===== config.mk =====
export PLATFORM = sky130hd
export DESIGN_NAME = scl_clock_gen
export DESIGN_NICKNAME = d
export VERILOG_FILES = /design/src/rtl/scl_gen_pkg.sv /design/src/rtl/scl_sync.sv /design/src/rtl/scl_phase_ctrl.sv /design/src/rtl/scl_lowtime_check.sv /design/src/rtl/scl_clock_gen.sv
export SDC_FILE = /design/constraint.sdc
export NUM_CORES = 1
export LEC_CHECK = 0
export BUFFER_PORTS_ARGS = -buffer_cell sky130_fd_sc_hd__buf_2
export CORE_MARGIN = 2
export CORE_UTILIZATION = 34
export DETAILED_ROUTE_END_ITERATION = 8
export GPL_TIMING_DRIVEN = 1
export PLACE_DENSITY = 0.61
export SYNTH_ARGS = -nofsm -noshare
export SYNTH_HDL_FRONTEND = slang
export SYNTH_SLANG_ARGS = --single-unit
export TNS_END_PERCENT = 30

===== constraint.sdc =====
create_clock -name clk_i -period 5.8 [get_ports clk_i]
set_input_delay 0.87 -clock clk_i [delete_from_list [all_inputs] [get_ports clk_i]]
set_output_delay 0.87 -clock clk_i [all_outputs]
set_load 0.01 [all_outputs]

===== src/rtl/scl_gen_pkg.sv =====
package scl_gen_pkg;

  typedef enum logic [1:0] {
    PH_LOW       = 2'd0,
    PH_WAIT_HIGH = 2'd1,
    PH_HIGH      = 2'd2
  } scl_phase_e;

  // fixed cycles added to BAUD for both halves of the clock
  localparam int unsigned PHASE_PAD = 5;

  localparam int unsigned TLOW_STD_NS  = 4700;
  localparam int unsigned TLOW_FAST_NS = 1300;
  localparam int unsigned TLOW_FPLS_NS = 500;

  function automatic int unsigned min_low_ns(input logic [1:0] mode);
    case (mode)
      2'd0:    return TLOW_STD_NS;
      2'd1:    return TLOW_FAST_NS;
      default: return TLOW_FPLS_NS;
    endcase
  endfunction

  function automatic int unsigned phase_cycles(input int unsigned baud);
    return baud + PHASE_PAD;
  endfunction

  function automatic logic low_too_short(input int unsigned baud,
                                         input logic [1:0]  mode,
                                         input int unsigned period_ns);
    return (phase_cycles(baud) * period_ns) < min_low_ns(mode);
  endfunction

endpackage


===== src/rtl/scl_sync.sv =====
module scl_sync #(
  parameter int unsigned STAGES = 2
) (
  input  logic clk_i,
  input  logic rst_n_i,
  input  logic d_i,
  output logic q_o
);

  logic [STAGES-1:0] chain_q;

  generate
    if (STAGES == 1) begin : g_single
      always_ff @(posedge clk_i or negedge rst_n_i) begin
        if (!rst_n_i) chain_q <= 1'b1;
        else          chain_q <= d_i;
      end
    end else begin : g_multi
      always_ff @(posedge clk_i or negedge rst_n_i) begin
        if (!rst_n_i) chain_q <= '1;
        else          chain_q <= {chain_q[STAGES-2:0], d_i};
      end
    end
  endgenerate

  assign q_o = chain_q[STAGES-1];

  // the output only changes after the input has shown the new level
  p_sync_follows_r3: assert property (@(posedge clk_i) disable iff (!rst_n_i)
    (q_o != $past(q_o)) |-> (STAGES == 1 || $past(chain_q[STAGES-2]) == q_o));

endmodule


===== src/rtl/scl_phase_ctrl.sv =====
module scl_phase_ctrl
  import scl_gen_pkg::*;
#(
  parameter int unsigned BAUD_W = 10,
  parameter int unsigned CNT_W  = BAUD_W + 1
) (
  input  logic              clk_i,
  input  logic              rst_n_i,
  input  logic              en_i,
  input  logic [BAUD_W-1:0] baud_i,
  input  logic              line_high_i,
  output scl_phase_e        phase_o,
  output logic              low_done_o,
  output logic              high_done_o,
  output logic              high_seen_o
);

  scl_phase_e       phase_q;
  logic [CNT_W-1:0] cnt_q;
  logic [CNT_W-1:0] last_cnt;
  logic             cnt_at_end;

  // last counter value of a phase: BAUD + PAD - 1
  assign last_cnt   = CNT_W'(baud_i) + CNT_W'(PHASE_PAD - 1);
  assign cnt_at_end = (cnt_q >= last_cnt);

  assign low_done_o  = en_i && (phase_q == PH_LOW)       && cnt_at_end;
  assign high_done_o = en_i && (phase_q == PH_HIGH)      && cnt_at_end;
  assign high_seen_o = en_i && (phase_q == PH_WAIT_HIGH) && line_high_i;

  always_ff @(posedge clk_i or negedge rst_n_i) begin
    if (!rst_n_i) begin
      phase_q <= PH_LOW;
      cnt_q   <= '0;
    end else if (!en_i) begin
      phase_q <= PH_LOW;
      cnt_q   <= '0;
    end else begin
      case (phase_q)
        PH_LOW: begin
          if (low_done_o) begin
            phase_q <= PH_WAIT_HIGH;
            cnt_q   <= '0;
          end else begin
            cnt_q <= cnt_q + 1'b1;
          end
        end
        PH_WAIT_HIGH: begin
          cnt_q <= '0;
          if (high_seen_o) phase_q <= PH_HIGH;
        end
        PH_HIGH: begin
          if (high_done_o) begin
            phase_q <= PH_LOW;
            cnt_q   <= '0;
          end else begin
            cnt_q <= cnt_q + 1'b1;
          end
        end
        default: begin
          phase_q <= PH_LOW;
          cnt_q   <= '0;
        end
      endcase
    end
  end

  assign phase_o = phase_q;

  // the wait phase holds until the synchronized line is seen high
  p_wait_holds_r3: assert property (@(posedge clk_i) disable iff (!rst_n_i)
    (en_i && phase_q == PH_WAIT_HIGH && !line_high_i) |=> (phase_q == PH_WAIT_HIGH));

  // the high phase is entered only from a detected high level
  p_high_needs_line_r3: assert property (@(posedge clk_i) disable iff (!rst_n_i)
    (phase_q == PH_WAIT_HIGH) |=> (phase_q != PH_HIGH || $past(line_high_i)));

  // the high phase never falls back into waiting
  p_high_not_wait_r4: assert property (@(posedge clk_i) disable iff (!rst_n_i)
    (phase_q == PH_HIGH) |=> (phase_q != PH_WAIT_HIGH));

  // the low phase never skips waiting and goes straight to high
  p_low_not_high_r2: assert property (@(posedge clk_i) disable iff (!rst_n_i)
    (phase_q == PH_LOW) |=> (phase_q != PH_HIGH));

  // a disabled controller sits in the low phase with a cleared counter
  p_off_cleared_r1: assert property (@(posedge clk_i) disable iff (!rst_n_i)
    (!en_i) |=> (phase_q == PH_LOW && cnt_q == '0));

endmodule


===== src/rtl/scl_lowtime_check.sv =====
module scl_lowtime_check
  import scl_gen_pkg::*;
#(
  parameter int unsigned BAUD_W    = 10,
  parameter int unsigned PERIOD_NS = 8
) (
  input  logic [BAUD_W-1:0] baud_i,
  input  logic [1:0]        mode_i,
  output logic              viol_o
);

  assign viol_o = low_too_short(32'(baud_i), mode_i, PERIOD_NS);

  // standard mode has the largest minimum, so any violation must break it
  always_comb begin
    if (viol_o) begin
      p_viol_below_std_r6: assert (phase_cycles(32'(baud_i)) * PERIOD_NS < TLOW_STD_NS);
    end
  end

endmodule


===== src/rtl/scl_clock_gen.sv =====
module scl_clock_gen
  import scl_gen_pkg::*;
#(
  parameter int unsigned BAUD_W      = 10,
  parameter int unsigned PERIOD_NS   = 8,
  parameter int unsigned SYNC_STAGES = 2
) (
  input  logic              clk_i,
  input  logic              rst_n_i,
  input  logic              en_i,
  input  logic [BAUD_W-1:0] baud_i,
  input  logic [1:0]        mode_i,
  input  logic              scl_in_i,
  output logic              scl_drive_low_o,
  output logic [1:0]        phase_o,
  output logic              low_viol_o
);

  localparam int unsigned CNT_W = BAUD_W + 1;

  logic       line_high;
  scl_phase_e phase;
  logic       low_done;
  logic       high_done;
  logic       high_seen;

  scl_sync #(
    .STAGES (SYNC_STAGES)
  ) u_sync (
    .clk_i   (clk_i),
    .rst_n_i (rst_n_i),
    .d_i     (scl_in_i),
    .q_o     (line_high)
  );

  scl_phase_ctrl #(
    .BAUD_W (BAUD_W),
    .CNT_W  (CNT_W)
  ) u_ctrl (
    .clk_i       (clk_i),
    .rst_n_i     (rst_n_i),
    .en_i        (en_i),
    .baud_i      (baud_i),
    .line_high_i (line_high),
    .phase_o     (phase),
    .low_done_o  (low_done),
    .high_done_o (high_done),
    .high_seen_o (high_seen)
  );

  scl_lowtime_check #(
    .BAUD_W    (BAUD_W),
    .PERIOD_NS (PERIOD_NS)
  ) u_check (
    .baud_i (baud_i),
    .mode_i (mode_i),
    .viol_o (low_viol_o)
  );

  assign scl_drive_low_o = en_i && (phase == PH_LOW);
  assign phase_o         = phase;

  // nothing pulls the line while disabled
  p_release_off_r1: assert property (@(posedge clk_i) disable iff (!rst_n_i)
    (!en_i) |-> (!scl_drive_low_o));

  // pulling low is confined to the low phase
  p_drive_in_low_r10: assert property (@(posedge clk_i) disable iff (!rst_n_i)
    scl_drive_low_o |-> (phase_o == 2'd0));

  // the end of a low phase lets go of the line on the next cycle
  p_release_after_low_r2: assert property (@(posedge clk_i) disable iff (!rst_n_i)
    low_done |=> (!scl_drive_low_o));

  // the end of a high phase pulls the line again if still enabled
  p_pull_after_high_r4: assert property (@(posedge clk_i) disable iff (!rst_n_i)
    (high_done && en_i) |=> (phase_o == 2'd0));

  // detection moves straight into the high phase
  p_seen_to_high_r3: assert property (@(posedge clk_i) disable iff (!rst_n_i)
    high_seen |=> (phase_o == 2'd2 || !en_i));

endmodule


* After elaboration in Yosys (flattened, before gate mapping)
Index checks and enable logic that the tools add are counted.
Operators by class: add/subtract/negate cells 3, $lt $le $gt $ge 2, equal/unequal tests 6, multiplexer cells 10, reduce and logical (&&, ||, !) cells 9
Operators with widths (count):
- $mux 11 | 3
- $lt 32x13->1 | 1
- $pmux 13 s2 | 1
- $add 10x3->11 const B | 2
- $pmux 11 s2 | 1
- $add 11x1->11 const B | 1
- $ge 11x11->1 | 1
- $ne 3x3->1 const B | 3
- $mux 2 | 4
- $logic_and 1x1->1 | 6
- $pmux 2 s3 | 1
- $eq 2x1->1 const B | 2
- $logic_not 2->1 | 2
- $reduce_and 3->1 | 1
- $eq 2x2->1 const B | 1
Storage, ports and cells: bits in registers 15, logic and storage cells 33

* Longest topological paths before layout
depth after elaboration 6, mapped depth 11

* Hierarchy
Synthesis repeated with hierarchy kept, for this count alone.
Second synthesis, totals: cells, all modules 158, area total of the unflattened synthesis 1496.4 sq um
By module, submodules not included:
- scl_phase_ctrl | instances 1, cells an instance 109, area an instance 1073.5 sq um, sequential area each 325.3 sq um
- scl_lowtime_check | instances 1, cells an instance 46, area an instance 357.8 sq um, sequential area each 0.0 sq um
- scl_sync | instances 1, cells an instance 2, area an instance 52.6 sq um, sequential area each 52.6 sq um
- scl_clock_gen | instances 1, cells an instance 1, area an instance 12.5 sq um, sequential area each 0.0 sq um

* Worst setup path before layout
Ideal clock, no wire load.
path kind input to output, start input port baud_i[2], end output port low_viol_o, arrival 2663 ps, data required time 4930 ps, slack 2267 ps, cell stages on the path 10, cell sequence ha_1 -> a21oi_1 -> nor2b_1 -> nand2_1 -> xnor2_1 -> ha_1 -> a21oi_1 -> a21boi_0 -> o31a_1 -> a211oi_1
Between the ends: longest elaborated chain between the ends 2
Ends and longest elaborated chain:
- start: declaration | RTL line scl_clock_gen.sv:11 | input logic [BAUD_W-1:0] baud_i,
- $add 10x3->11 | RTL line scl_gen_pkg.sv:25 | return baud + PHASE_PAD;
- $lt 32x13->1 | RTL line scl_gen_pkg.sv:31 | return (phase_cycles(baud) * period_ns) < min_low_ns(mode);
- end: declaration | RTL line scl_clock_gen.sv:16 | output logic low_viol_o
No other way between the ends.

* Worst setup path after layout
Ends and elaborated chain as after synthesis.

==> flow_summary.json <==
{
  "cts.sink_count": 15,
  "worst_hold_path_type": "register to register",
  "crit_arrival_ps": 2970,
  "dr.first_iter.drc_count": 19,
  "vias_per_cell": 4.938,
  "synth_top_cell_area_share": 0.2500,
  "setup_repair_after_global_routing_missed_its_margin": "false",
  "asyncSetResetFlopFracSynth": 1.000,
  "criticalPathCategory": "primary input to primary output",
  "cp_top_family": "compound AO/OA/AOI/OAI gates",
  "grt.overflow.total": 0,
  "drt_pre_antenna_iters": 4,
  "worst_pin_slew_ps": 507.1,
  "die_h_um": 65.87,
  "wire_per_inst_um": 11.82,
  "antenna-diode-count": 0,
  "cap_viol_max_count": 0,
  "cellInternalPower_uw": 181.0,
  "clock.fmax_mhz": 260.4,
  "flow.area_growth_from_synthesis_pct": 14.33,
  "netlist_top_cells_area": "sky130_fd_sc_hd__dfrtp_1, sky130_fd_sc_hd__ha_1, sky130_fd_sc_hd__xnor2_1",
  "cts.htree.levels": 1,
  "max-clock-path-buffers": 2,
  "cts-buffers-inserted": 3,
  "clockPowerShare": 0.331,
  "portBuffers": 19,
  "synth.yosys.warnings": 0,
  "synth.lib_cells_used.distinct": 29,
  "cts.reportedPaths.clkPinSlew_ps": 60,
  "chipWidth_um": 65.87,
  "antenna_left": 0,
  "critPathCaptureType": "primary output",
  "wire_length_of_the_first_global_routing_pass_um": 4298,
  "worst_r2r_path_depth": 5,
  "finalMaxSlewViolations": 0,
  "synth_seq_area_share": 0.2904,
  "critPathRequiredTime_ps": 4930,
  "dp_hpwl_um": 2086,
  "floorplan.initialDensity": 0.3554,
  "hold_path_depth": 0,
  "drc": 0,
  "slew_headroom": 0.6610,
  "syn_avg_cell_area_um2": 9.164,
  "insertion_delay_ps": 250,
  "post-cts-setup-buffers": 0,
  "power.share.combinational": 0.227,
  "route.vias.total": 1042,
  "hold_violations": 0,
  "netSwitchingFraction": 0.2772,
  "pin_count_of_the_biggest_net_entering_global_routing": 16,
  "cp_max_fo": 6,
  "post_cts.resized_instances": 0,
  "worstSetupPathDepth": 12,
  "post-route-cell-area_mm2": 0.001488,
  "netlist_instances": 142,
  "final.setup_skew_ps": 5.881,
  "nNetsFinal": 202,
  "dpl-instance-area_mm2": 0.001441,
  "syn-cell-area_mm2": 0.001301,
  "max_stage_delay_ps": 320,
  "cts.root.buffer_cell": "sky130_fd_sc_hd__clkbuf_8",
  "min_period_over_period": 0.6621,
  "total_switching_power_uw": 69.42,
  "vdd_drop_max_mv": 0.09692,
  "initial_antenna_violation_count": 0,
  "postRouteWirelength_um": 2494,
  "dominant_synthesized_flop_cell": "sky130_fd_sc_hd__dfrtp_1",
  "power.density_cell_area_mw_per_mm2": 168.3,
  "syn_nets": 180,
  "gpl.final_weighted_congestion": 0.7702,
  "pwr-share-seq": 0.441,
  "synth_common_cells": "sky130_fd_sc_hd__ha_1, sky130_fd_sc_hd__nor2_1, sky130_fd_sc_hd__dfrtp_1, sky130_fd_sc_hd__nand3_1, sky130_fd_sc_hd__xnor2_1",
  "power_leakage_nw": 0.7288,
  "startpoint_types": "primary input",
  "finalSetupViolations": 0,
  "io_pins": 20,
  "holdBufCountCts": 0,
  "crit_path_cell_trace": "buf_2 > ha_1 > a21oi_1 > nor2b_1 > nand2_1 > xnor2_1 > ha_1 > a21oi_1 > a21boi_0 > o31a_1 > a211oi_1 > buf_2",
  "placementRows": 22,
  "tritoncts_clock_tree": "done",
  "synth_most_common_cell": "sky130_fd_sc_hd__ha_1",
  "final.setup.tns_ps": 0,
  "number_of_flip_flops_and_latches_in_the_synthesized_netlist": 15,
  "first_global_vias": 1053,
  "period_needed_ps": 3840,
  "post-synth-top-area-cell": "sky130_fd_sc_hd__dfrtp_1",
  "worst-path-buf-inv": 2,
  "cp_max_delay_cell": "sky130_fd_sc_hd__ha_1",
  "layout-drive-gt1-share": 0.1779,
  "design.core.area_mm2": 0.003661,
  "number_of_enable_type_register_cells_in_the_synthesized_netlist": 0,
  "floorplan.die_area_mm2": 0.004338,
  "outcome": "finished, final reports clean",
  "nFillCells": 360,
  "global_route.usage.total": 0.1229
}
-- cell usage in the layout, fill, tap and decap left out, types with 3 or more instances in the layout --
cell | synthesis | layout
sky130_fd_sc_hd__ha_1 | 22 | 22
sky130_fd_sc_hd__nor2_1 | 19 | 19
sky130_fd_sc_hd__buf_2 | 0 | 19
sky130_fd_sc_hd__dfrtp_1 | 13 | 13
sky130_fd_sc_hd__xnor2_1 | 12 | 12
sky130_fd_sc_hd__nand3_1 | 12 | 12
sky130_fd_sc_hd__xor2_1 | 11 | 11
sky130_fd_sc_hd__inv_1 | 8 | 8
sky130_fd_sc_hd__nand2_1 | 8 | 8
sky130_fd_sc_hd__a21oi_1 | 5 | 5
sky130_fd_sc_hd__nand4_1 | 4 | 4
sky130_fd_sc_hd__clkbuf_8 | 0 | 3
-- final timing paths --
check	start	end	slack, ps
max in group asynchronous	rst_n_i	u_sync.chain_q[1]	4980
setup reg to reg	u_ctrl.cnt_q[6]	u_ctrl.cnt_q[2]	3820
hold / removal	u_sync.chain_q[0]	u_sync.chain_q[1]	360
setup / recovery	baud_i[2]	low_viol_o	1960
min in group asynchronous	rst_n_i	u_ctrl.phase_o[1]	520
hold reg to reg	u_sync.chain_q[0]	u_sync.chain_q[1]	360
-- per-stage QoR --
step	setup slack [ps]	hold slack (ps)	cells	total power, mW	utilization
floorplan	2267	345.2	142	0.1501	-
global placement	2005	346.0	207	0.1677	0.3937
detailed placement	1937	348.7	207	0.1702	0.3937
CTS	1950	358.1	211	0.2553	0.4064
global route	1747	363.8	211	0.2682	0.4064
finish	1960	356.9	211	0.2504	0.4064
-- power by group through the flow --
stage          sequential, mW  combinational, mW  clock, mW
3_3_place_gp            0.112             0.0552          0
6_report                0.111             0.0569     0.0830
5_1_grt                 0.111             0.0669     0.0903
3_5_place_dp            0.113             0.0577          0
2_1_floorplan           0.112             0.0383          0
4_1_cts                 0.111             0.0580     0.0867
-- metal layers --
metal	track usage	vias up	part of all wire
met4	0.02344	0	0.0076
li1	-	539	-
met5	0	-	0
met3	0.01704	2	0.036
met2	0.2235	18	0.49
met1	0.1542	483	0.47
-- layout make-up --
cell class / instances / area (um2) / share of cell area
Multi-Input combinational cell: 117 / 878.3 / 0.5904
Timing Repair Buffer: 19 / 95.09 / 0.06392
Tap cell: 48 / 60.06 / 0.04037
Clock buffer: 3 / 41.29 / 0.02775
Clock inverter: 1 / 5.005 / 0.003364
Inverter: 8 / 30.03 / 0.02018
Sequential cell: 15 / 377.9 / 0.2540
-- cell families after synthesis --
group | synth area share
AOI/OAI and AO/OA | 0.1192
adders and majority gates | 0.2115
xor gates and xnor gates | 0.1548
buffers and inverters | 0.03461
DFF | 0.2904
and+or+nand+nor | 0.1894
-- sequential cells by signal (all words and copies together), names as in the netlist --
register / cells
u_ctrl.cnt_q: 11
u_ctrl.phase_o: 2
u_sync.chain_q: 2
No activity file was read; power rests on OpenSTA's default activity.
